## src/rtl/oc_pkg.sv

```systemverilog
package oc_pkg;
  typedef enum logic {
    OC_ADD = 1'b0,
    OC_SUB = 1'b1
  } oc_op_e;
endpackage

```

## src/rtl/oc_cond_invert.sv

```systemverilog
module oc_cond_invert #(
  parameter int N = 8
) (
  input  logic         inv,
  input  logic [N-1:0] din,
  output logic [N-1:0] dout
);
  for (genvar i = 0; i < N; i++) begin : g_bit
    assign dout[i] = din[i] ^ inv;
  end
endmodule

```

## src/rtl/oc_eac_adder.sv

```systemverilog
module oc_eac_adder #(
  parameter int N = 8
) (
  input  logic [N-1:0] x,
  input  logic [N-1:0] y,
  output logic [N-1:0] sum,
  output logic         ovf
);
  localparam int TOP = N - 1;

  logic [N:0] raw;

  always_comb begin
    raw = {1'b0, x} + {1'b0, y};
    // The wrapped carry can never ripple out a second time.
    sum = raw[N-1:0] + {{(N-1){1'b0}}, raw[N]};
    ovf = (x[TOP] == y[TOP]) && (sum[TOP] != x[TOP]);
  end
endmodule

```

## src/rtl/oc_zero_fold.sv

```systemverilog
module oc_zero_fold #(
  parameter int N = 8
) (
  input  logic         enable,
  input  logic [N-1:0] din,
  output logic [N-1:0] dout
);
  always_comb begin
    if (enable && (&din)) dout = '0;
    else                  dout = din;
  end
endmodule

```

## src/rtl/oc_addsub.sv

```systemverilog
module oc_addsub
  import oc_pkg::*;
#(
  parameter int N = 8
) (
  input  logic         clk,
  input  logic         rst,
  input  logic         valid_in,
  input  logic         op_sub,
  input  logic         norm_zero,
  input  logic [N-1:0] a,
  input  logic [N-1:0] b,
  output logic [N-1:0] result,
  output logic         overflow,
  output logic         valid_out
);
  localparam int TOP = N - 1;

  oc_op_e       op;
  logic [N-1:0] b_eff;
  logic [N-1:0] raw_sum;
  logic         raw_ovf;
  logic [N-1:0] folded;

  assign op = oc_op_e'(op_sub);

  oc_cond_invert #(.N(N)) u_inv (
    .inv  (op == OC_SUB),
    .din  (b),
    .dout (b_eff)
  );

  oc_eac_adder #(.N(N)) u_add (
    .x   (a),
    .y   (b_eff),
    .sum (raw_sum),
    .ovf (raw_ovf)
  );

  oc_zero_fold #(.N(N)) u_fold (
    .enable (norm_zero),
    .din    (raw_sum),
    .dout   (folded)
  );

  always_ff @(posedge clk) begin
    if (rst) begin
      result    <= '0;
      overflow  <= 1'b0;
      valid_out <= 1'b0;
    end else begin
      valid_out <= valid_in;
      if (valid_in) begin
        result   <= folded;
        overflow <= raw_ovf;
      end
    end
  end

  // valid strobe follows valid_in by one edge
  a_r6_valid_rise: assert property (@(posedge clk) disable iff (rst)
    valid_in |=> valid_out);
  a_r6_valid_low: assert property (@(posedge clk) disable iff (rst)
    !valid_in |=> !valid_out);

  // idle cycles leave the outputs untouched
  a_r7_hold: assert property (@(posedge clk) disable iff (rst)
    !valid_in |=> ($stable(result) && $stable(overflow)));

  // folding never lets -0 out
  a_r4_no_neg_zero: assert property (@(posedge clk) disable iff (rst)
    (valid_in && norm_zero) |=> (result != {N{1'b1}}));

  // operands of differing effective sign cannot overflow
  a_r5_add_mixed: assert property (@(posedge clk) disable iff (rst)
    (valid_in && !op_sub && (a[TOP] != b[TOP])) |=> !overflow);
  a_r5_sub_alike: assert property (@(posedge clk) disable iff (rst)
    (valid_in && op_sub && (a[TOP] == b[TOP])) |=> !overflow);
endmodule

```

## config.mk

```make
export PLATFORM = sky130hd
export DESIGN_NAME = oc_addsub
export DESIGN_NICKNAME = d
export VERILOG_FILES = /design/src/rtl/oc_pkg.sv /design/src/rtl/oc_cond_invert.sv /design/src/rtl/oc_eac_adder.sv /design/src/rtl/oc_zero_fold.sv /design/src/rtl/oc_addsub.sv
export SDC_FILE = /design/constraint.sdc
export NUM_CORES = 1
export LEC_CHECK = 0
export ABC_AREA = 1
export CORE_MARGIN = 4
export CORE_UTILIZATION = 50
export CTS_CLUSTER_DIAMETER = 60
export DETAILED_ROUTE_END_ITERATION = 10
export PLACE_DENSITY_LB_ADDON = 0.05
export SETUP_SLACK_MARGIN = 0.05
export SLEW_MARGIN = 20
export SYNTH_ARGS = -nofsm -noshare
export SYNTH_HDL_FRONTEND = slang
export SYNTH_SLANG_ARGS = --single-unit
```

## constraint.sdc

```tcl
create_clock -name clk -period 10.5 [get_ports clk]
set_input_delay 2.1 -clock clk [delete_from_list [all_inputs] [get_ports clk]]
set_output_delay 2.1 -clock clk [all_outputs]
set_load 0.01 [all_outputs]
```

==> results of run 1 <==
[worst max path at each step]
stage               startpoint        end  slack, ns
floorplan               op_sub  result[4]       5.50
global placement        op_sub  result[5]       4.97
detailed placement      op_sub  result[1]       4.80
CTS                     op_sub  result[1]       5.08
global route            op_sub  result[0]       4.80
finish                  op_sub  result[1]       5.08
[sequential cells by signal, indices dropped and copies added, names as in the netlist]
name and count:
valid_out 1, result 8, overflow 1
[layer usage]
layer	up-vias	part of all wire (%)
met5	-	0
met4	0	0.74
met3	2	5.7
met2	30	46
met1	562	47
li1	660	-
[power breakdown]
group | internal, mW | leakage, nW | switching (mW)
registers | 0.0425 | 0.0825 | 0.00213
logic | 0.0441 | 0.645 | 0.0615
clock network | 0.0132 | 0.0138 | 0.0123
[metrics by stage]
step / power, mW / hold slack [ns] / worst slack, ns
after detailed placement: 0.150 / 0.464 / 4.80
final: 0.176 / 0.470 / 5.08
after global placement: 0.147 / 0.454 / 4.97
after CTS: 0.176 / 0.472 / 5.08
after floorplan: 0.119 / 0.490 / 5.50
after global routing: 0.191 / 0.485 / 4.80
[logic make-up (layout without fill, tap and decap cells)]
family | after synthesis | count (layout) | share of synthesized area (%)
AO/OA/AOI/OAI | 18 | 18 | 9.54
XOR/XNOR | 9 | 9 | 6.60
adder cells (fa/ha/maj) | 12 | 12 | 13.2
buffers and inverters | 27 | 57 | 8.49
flip-flops | 10 | 10 | 16.8
AND/OR/NAND/NOR | 112 | 112 | 45.4
[worst reg2reg max path, cell delays in order, from the launching register on]
cell	delay, ns
dfxtp_1	0.33
nand2_1	0.05
a21oi_1	0.15
[layout by cell type (no fill, tap or decap), types with 3 or more instances in the layout]
cell type / netlist / routed
dfxtp_1: 10 / 10
xor2_1: 8 / 8
nand2_2: 12 / 12
nor2_1: 13 / 13
nand2_1: 55 / 55
a21oi_2: 5 / 5
nand3_2: 4 / 4
inv_2: 3 / 3
clkbuf_4: 0 / 3
inv_1: 20 / 20
nand3_1: 21 / 21
clkdlybuf4s50_1: 0 / 30
ha_1: 11 / 11
a21oi_1: 11 / 11
[Yosys cell counts (all sizes together)]
cell type	number
inv	23
a21o	1
a21oi	16
fa	1
o21bai	1
nor2	17
xor2	8
nand3b	1
clkinv	1
dfxtp	10
nand3	26
clkbuf	3
nand4	1
ha	11
nand2	67
xnor2	1
[layout make-up]
type	count	share of cell area, %
sequential	10	13.0
tap	28	2.27
inverter	24	5.85
clock buffer	3	1.46
multi-input combinational	151	57.9
timing repair buffer	30	19.5
==> metrics, run 1 <==
Slew @ Worst Pin 0.459 ns; Std-Cell Rows 17; first-pass GRT wire length 4.66 mm; placed cell count 243; Avg Inst Size Synth 6.35 um2; met3 GRT Util 5.06%; final wirelength 2.69 mm; Max VDD drop 108 uV; synthesis-to-finish area growth 29.0%; ant diodes 0; maximum fanout along the worst path 8; layout cell share with drive strength beyond 1 14.7%; drt wl/cell 10.9 um; met1 Usage GRT 21.5%; met2 usage 30.7%; clk root buf clkbuf_4; I/O Buffers 30; GR peak layer met2; worst path arrival time 5.55 ns; num ports 31; area of the core 2230 um2; net count reported at finish 253; max_cap viols 0; CTS Buf Count 3; run status completed; Final setup viols 0; Final Hold Vio Count 0; initial antenna violation count 0; Synth cell types 23; Seq cells post-synth 10; vias in the first global route 1,174; worst hold start result[3]; hold buffers post-CTS 0; Die H 56.9 um; DR DRC count 0; FF-to-FF setup slack 9.89 ns; FF-to-FF path depth 2; Crit path required time 10.63 ns; critical path's largest stage delay 0.75 ns; CTS tree yes; unrepaired setup endpoints after global routing no; vias per cell 5.10; Hold EP result[3]; Startpoint Class primary input; die area 3230 um2; crit path buf inv count 4; GPL Wtd Cong 0.880; total number of vias 1,254; Tcrit/Tclk final 51.6%; Hold Crit Class reg -> reg; Crit path depth 21; htree depth 1; largest area contributor in the netlist nand2_1; number of setup buffers added after CTS 0; Crit Reg-Reg Startpoint result[1]; Placed Area 1520 um2; setup_tns 0 ns; fin cells 246; post-route antenna net violation count 0; worst-case clock buffer depth 2; Syn Nets 221; Top delay family on crit path buffers and inverters; post-synthesis cell count 188; max-slew violation count 0; Pleak 0.741 nW; design area 1540 um2; largest net degree at the start of global routing 18; main area contributors after synthesis nand2_1 17%, dfxtp_1 17%, ha_1 12%; dpl hpwl 2.29 mm; crit path time final 5.42 ns; Post-Synthesis Cell Area 1190 um2; sequential cell area 200 um2; reg2reg end result[1]; headroom to the max-slew limit 69.3%; critical path cell sequence clkdlybuf4s50_1 > xor2_1 > ha_1 > inv_1 > fa_1 > inv_1 > nand2_1 > nand3_1 > a21oi_1 > o21bai_1 > ha_1 > ha_1 > inv_1 > nor2_4 > nand3_2 > nor2_2 > nand3_1 > a21oi_2 > nand3_4 > nand2_1 > a21oi_1; CTS clk-pin slew, worst paths 0.06 ns; post_cts resized 0; total gr overflow 0; hold depth 2; WS Path Type in -> reg; Final Skew 0 ns; starting density of the core 53.4%; Die Wd 56.9 um; Seq/Total Area, Yosys 16.8%; clock sinks 10; utilization after layout 69.0%; clk_lat worst skew 0.26 ns; slowest stage cell, crit path clkdlybuf4s50_1; Critical Path Sink Type flop; Total Routing Usage GR 17.6%; FMAX 185 MHz; filler instances 212; area of the multi-input gates 892 um2; Ys Warns 0; First-pass DRT Iterations 4; Yosys top cell area share 17.3%; Initial DRC Count 33; power per cell area 114 nW/um2
(Power assumes the default switching activity.)
==> run 2: changes to the inputs <==
--- a/config.mk
+++ b/config.mk
@@ -7,7 +7,7 @@
 export LEC_CHECK = 0
 export ABC_AREA = 1
 export CORE_MARGIN = 4
-export CORE_UTILIZATION = 50
+export CORE_UTILIZATION = 49
 export CTS_CLUSTER_DIAMETER = 60
 export DETAILED_ROUTE_END_ITERATION = 10
 export PLACE_DENSITY_LB_ADDON = 0.05
==> constraint.sdc (replaced) <==
create_clock -name clk -period 5 [get_ports clk]
set_input_delay 1 -clock clk [delete_from_list [all_inputs] [get_ports clk]]
set_output_delay 1 -clock clk [all_outputs]
set_load 0.01 [all_outputs]
==> metrics, run 2 (same netlist as run 1, synthesis figures left out) <==
max_cap viols 0 (unchanged); most common cell after layout, fill and taps aside nand2_1; post_cts resized 0 (unchanged); Critical Path Sink Type flop; number of setup buffers added after CTS 0 (unchanged); CTS clk-pin slew, worst paths 0.06 ns (about the same); starting density of the core 52.9% (-0.50 points); GPL Wtd Cong 0.877 (-0.42%); max reg flops 8 (unchanged); FMAX 249 MHz; power per cell area 238 nW/um2 (+110%); Final Hold Vio Count 0 (unchanged); first-pass GRT wire length 4.85 mm (+4.0%); critical path cell sequence clkdlybuf4s50_1 > xor2_1 > ha_1 > inv_1 > fa_1 > inv_1 > nand2_1 > nand3_1 > a21oi_1 > o21bai_1 > ha_1 > ha_1 > inv_1 > nor2_4 > nand3_2 > nor2_2 > nand3_1 > a21oi_2 > nand3_4 > nand2_1 > a21oi_2; DR DRC count 0 (unchanged); clk_lat worst skew 0.26 ns (about the same); largest registers result: 8 flops, overflow: 1 flops, valid_out: 1 flops; slowest stage cell, crit path clkdlybuf4s50_1; Top delay family on crit path adder cells; Final Skew 0 ns (unchanged); num ports 31 (unchanged); Tcrit/Tclk final 80.2%; crit path buf inv count 4 (unchanged); run status completed; Slew @ Worst Pin 0.432 ns (-0.0268 ns); commonest non-fill, non-tap cells in the layout 55 x nand2_1, 30 x clkdlybuf4s50_1, 21 x nand3_1; net count reported at finish 254 (+0.40%); htree depth 1 (unchanged); crit path time final 4.01 ns; hold buffers post-CTS 0 (unchanged); final wirelength 2.69 mm (about the same); clock sinks 10 (unchanged); I/O Buffers 30 (unchanged); total gr overflow 0 (unchanged); First-pass DRT Iterations 5 (+1); layout cell share with drive strength beyond 1 15.1% (+0.39 points); die area 3290 um2 (+1.7%); area of the core 2250 um2 (+0.95%); clk root buf clkbuf_4; critical path's largest stage delay 0.49 ns (-0.26 ns); max-slew violation count 0 (unchanged); Placed Area 1530 um2 (+0.49%); Startpoint Class primary input; vias in the first global route 1,156 (-1.5%); worst path arrival time 4.15 ns (-1.40 ns); drt wl/cell 10.9 um (-0.44%); WS Path Type in -> reg; Final setup viols 0 (unchanged); Std-Cell Rows 17 (unchanged); Initial DRC Count 33 (unchanged); CTS tree yes; setup_tns 0 ns (unchanged); headroom to the max-slew limit 71.0% (+1.7 points); synthesis-to-finish area growth 29.7%; post-route antenna net violation count 0 (unchanged); Crit path required time 5.14 ns (-5.49 ns); ant diodes 0 (unchanged); Die Wd 57.4 um (+0.87%); Max VDD drop 201 uV (+85%); design area 1550 um2 (+0.49%); Reg with most FFs result; Total Routing Usage GR 17.9% (+0.29 points); unrepaired setup endpoints after global routing no; worst-case clock buffer depth 2 (unchanged); vias per cell 5.06 (-0.64%); largest net degree at the start of global routing 18 (unchanged); CTS Buf Count 3 (unchanged); Hold Crit Class reg -> reg; Pleak 0.746 nW (+0.65%); Die H 57.4 um (+0.87%); maximum fanout along the worst path 8 (unchanged); total number of vias 1,251 (-0.24%); initial antenna violation count 0 (unchanged); dpl hpwl 2.27 mm (-0.77%)
[run 2: final timing paths]
check | from | endpoint | slack, ns | cells past startpoint
setup / recovery | op_sub | result[6] | 0.99 | 21
hold / removal | result[3] | result[3] | 0.46 | 2
setup reg to reg | result[7] | result[7] | 4.39 | 2
hold reg to reg | result[3] | result[3] | 0.46 | 2
[run 2: layout make-up]
| type | instances | area, um2 |
|---|---|---|
| multi-input cells | 151 | 892 |
| fillers | 225 | 707 |
| repair buffers | 31 | 308 |
| flip-flops and latches | 10 | 200 |
| inverters | 24 | 90.1 |
| well taps | 28 | 35.0 |
| clock buffers | 3 | 22.5 |
[run 2: tightest hold or removal path, delay by kind of cell, from the launching register on]
family,cells,cell delay [ns]
and+or+nand+nor,1,0.06
AOI/OAI and AO/OA,1,0.05
DFF,1,0.31
[run 2: routing by layer]
layer / GRT usage [%] / wire (um) / vias to the layer above
li1: - / - / 663
met5: 0 / 0 / -
met2: 28.7 / 1240 / 34
met4: 2.65 / 0 / 0
met3: 5.20 / 174 / 0
met1: 24.1 / 1270 / 554
[run 2: stage by stage]
stage	std cells	power [mW]	hold slack, ns	worst slack, ns	utilization (%)
4_1_cts	247	0.370	0.466	0.978	68.6
3_5_place_dp	244	0.316	0.456	0.719	67.6
5_1_grt	247	0.406	0.481	0.709	68.6
6_report	247	0.369	0.465	0.990	68.6
2_1_floorplan	188	0.250	0.490	1.10	-
3_3_place_gp	244	0.311	0.454	0.840	67.6
[run 2: where the power goes]
group / switching (mW) / total [mW] / internal, mW
sequential: 0.00451 / 0.0938 / 0.0893
combinational: 0.129 / 0.222 / 0.0931
clock: 0.0256 / 0.0534 / 0.0277
==> run 3: changes to the inputs <==
--- a/config.mk
+++ b/config.mk
@@ -7,7 +7,7 @@
 export LEC_CHECK = 0
 export ABC_AREA = 1
 export CORE_MARGIN = 4
-export CORE_UTILIZATION = 49
+export CORE_UTILIZATION = 44
 export CTS_CLUSTER_DIAMETER = 60
 export DETAILED_ROUTE_END_ITERATION = 10
 export PLACE_DENSITY_LB_ADDON = 0.05
==> constraint.sdc (replaced) <==
create_clock -name clk -period 3.3 [get_ports clk]
set_input_delay 0.66 -clock clk [delete_from_list [all_inputs] [get_ports clk]]
set_output_delay 0.66 -clock clk [all_outputs]
set_load 0.01 [all_outputs]
==> metrics, run 3 (same netlist as run 1, synthesis figures left out) <==
vias per cell 4.90 (-3.2%); area of the core 2520 um2 (+12%); CTS tree yes; First-pass DRT Iterations 4 (-1); Die Wd 60.1 um (+4.8%); max-slew violation count 0 (unchanged); worst path arrival time 3.37 ns (-0.78 ns); Final Skew 0 ns (unchanged); FMAX 310 MHz; die area 3610 um2 (+9.7%); Critical Path Sink Type flop; sequential cell area 200 um2 (unchanged); Placed Area 1710 um2 (+12%); max_cap viols 0 (unchanged); worst-case clock buffer depth 2 (unchanged); DR DRC count 0 (unchanged); unrepaired setup endpoints after global routing yes; max reg flops 8 (unchanged); setup_tns 0 ns (unchanged); clock power share 16.6% (+2.1 points); Crit path depth 22 (+4.8%); power per cell area 360 nW/um2 (+51%); post-route antenna net violation count 0 (unchanged); hold depth 2 (unchanged); filler instances 208 (-7.6%); FF-to-FF setup slack 2.64 ns (-1.75 ns); clock sinks 10 (unchanged); Placement Setup Slack -0.575 ns (-1.29 ns); CTS clk-pin slew, worst paths 0.07 ns (about the same); layout cell share with drive strength beyond 1 40.0% (+25 points); initial antenna violation count 0 (unchanged); Reg with most FFs result; largest net degree at the start of global routing 18 (unchanged); final wirelength 3.14 mm (+17%); net count reported at finish 284 (+12%); crit path time final 3.22 ns; drt wl/cell 11.2 um (+3.0%); dpl hpwl 2.40 mm (+5.9%); commonest non-fill, non-tap cells in the layout 43 x nand2_1, 30 x buf_4, 24 x nand2_2; htree depth 1 (unchanged); design area 1930 um2 (+25%); Startpoint Class primary input; Seq pwr share 20.5% (-4.9 points); Crit path required time 3.44 ns (-1.70 ns); Max VDD drop 363 uV (+81%); most frequent CP cell nand2_2; clk root buf clkbuf_4; Initial DRC Count 43 (+30%); Final setup viols 0 (unchanged); worst setup path endpoint result[7]; CP Launch Point b[3]; Comb pwr share 62.9% (+2.8 points); total number of vias 1,373 (+9.8%); Total Routing Usage GR 17.8% (-0.041 points); Hold Crit Class reg -> reg; FF-to-FF path depth 2 (unchanged); Std-Cell Rows 18 (+1); Pleak 0.939 nW (+26%); starting density of the core 47.3% (-5.6 points); total gr overflow 0 (unchanged); critical path's largest stage delay 0.27 ns (-0.22 ns); Final Hold Vio Count 0 (unchanged); Net Sw Power 286 uW (+80%); largest registers result: 8 flops, overflow: 1 flops, valid_out: 1 flops; vias in the first global route 1,245 (+7.7%); final worst slack 0.0757 ns (-0.914 ns); crit path buf inv count 3 (-1); most common cell after layout, fill and taps aside nand2_1; clk_lat worst skew 0.27 ns (about the same); area of the multi-input gates 1020 um2 (+15%); GPL Wtd Cong 0.874 (-0.26%); slowest stage cell, crit path xor2_1; Crit Reg-Reg Startpoint result[6]; run status completed; maximum fanout along the worst path 8 (unchanged); critical path cell sequence dlygate4sd2_1 > xor2_1 > ha_4 > nand2_1 > nand2_2 > nand2_2 > nand3_2 > a21oi_2 > o21bai_1 > ha_2 > ha_4 > inv_2 > nor2_4 > nand3_2 > buf_4 > nand2_2 > nand2_1 > nand2_1 > a21oi_2 > nand3_4 > nand2_2 > a21oi_1; Switching Share 41.1% (-1.9 points); Slew @ Worst Pin 0.485 ns (+0.0535 ns); WS Path Type in -> reg; synthesis-to-finish area growth 61.7%; num ports 31 (unchanged); first-pass GRT wire length 4.98 mm (+2.7%); Tcrit/Tclk final 97.7%; Internal Power 409 uW (+95%); Top delay family on crit path simple AND/OR/NAND/NOR gates; ant diodes 0 (unchanged); headroom to the max-slew limit 67.5% (-3.5 points); CTS Buf Count 3 (unchanged); reg2reg end result[6]; hold buffers post-CTS 0 (unchanged); Die H 60.1 um (+4.8%); I/O Buffers 30 (unchanged)
-- run 3: cell count changes in the layout (fill, tap and decap cells not counted), moves of 5 or more --
| cell | previous run | this run |
|---|---|---|
| a21oi_1 | 11 | 5 |
| nand2_1 | 55 | 43 |
| nand2_2 | 12 | 24 |
| clkdlybuf4s50_1 | 30 | 20 |
| ha_1 | 11 | 6 |
| dlygate4sd2_1 | 0 | 5 |
| buf_4 | 1 | 30 |
| a21oi_2 | 5 | 11 |
-- run 3: repair_timing --
item | CTS | global route
gates resized for setup | 30 | 19
pin swaps | 24 | 33
setup endpoints to repair | 9 | 9
gates cloned | 0 | 0
setup buffers | 4 | 6
-- run 3: worst min-delay path by stage --
stage,from,end,slack [ns]
after floorplan,overflow,overflow,0.49
after global placement,overflow,overflow,0.45
after detailed placement,result[2],result[2],0.46
after CTS,result[2],result[2],0.47
after global routing,result[7],result[7],0.50
final,result[7],result[7],0.47
-- run 3: power by group through the flow --
stage          sequential [mW]  clock, mW  combinational [mW]
6_report                 0.143      0.115               0.437
5_1_grt                  0.144      0.125               0.487
4_1_cts                  0.143      0.116               0.405
3_5_place_dp             0.145          0               0.386
3_3_place_gp             0.144          0               0.379
2_1_floorplan            0.152          0               0.238
-- run 3: final cells by class --
| class | count | area share, % |
|---|---|---|
| clock buffers | 4 | 1.88 |
| inverters | 24 | 4.67 |
| multi-input cells | 151 | 53.1 |
| flip-flops and latches | 10 | 10.4 |
| well taps | 30 | 1.94 |
| repair buffers | 61 | 28.1 |
-- run 3: metal layers --
layer | up-vias | track usage, % | wire (um)
li1 | 721 | - | -
met1 | 614 | 21.2 | 1320
met2 | 31 | 32.4 | 1630
met3 | 7 | 4.97 | 147
met4 | 0 | 1.90 | 45
met5 | - | 0 | 0
-- run 3: metrics by stage --
| step | hold slack (ns) | power (mW) | utilization (%) | instances |
|---|---|---|---|---|
| CTS | 0.470 | 0.663 | 71.8 | 274 |
| global route | 0.495 | 0.756 | 76.5 | 280 |
| global placement | 0.453 | 0.523 | 67.6 | 266 |
| floorplan | 0.490 | 0.390 | - | 188 |
| detailed placement | 0.459 | 0.531 | 67.6 | 266 |
| finish | 0.468 | 0.695 | 76.5 | 280 |
-- run 3: worst reg2reg max path: stages, from the launching register on --
cell and delay [ns]:
dfxtp_1 0.35, nand2_1 0.09, a21oi_2 0.15
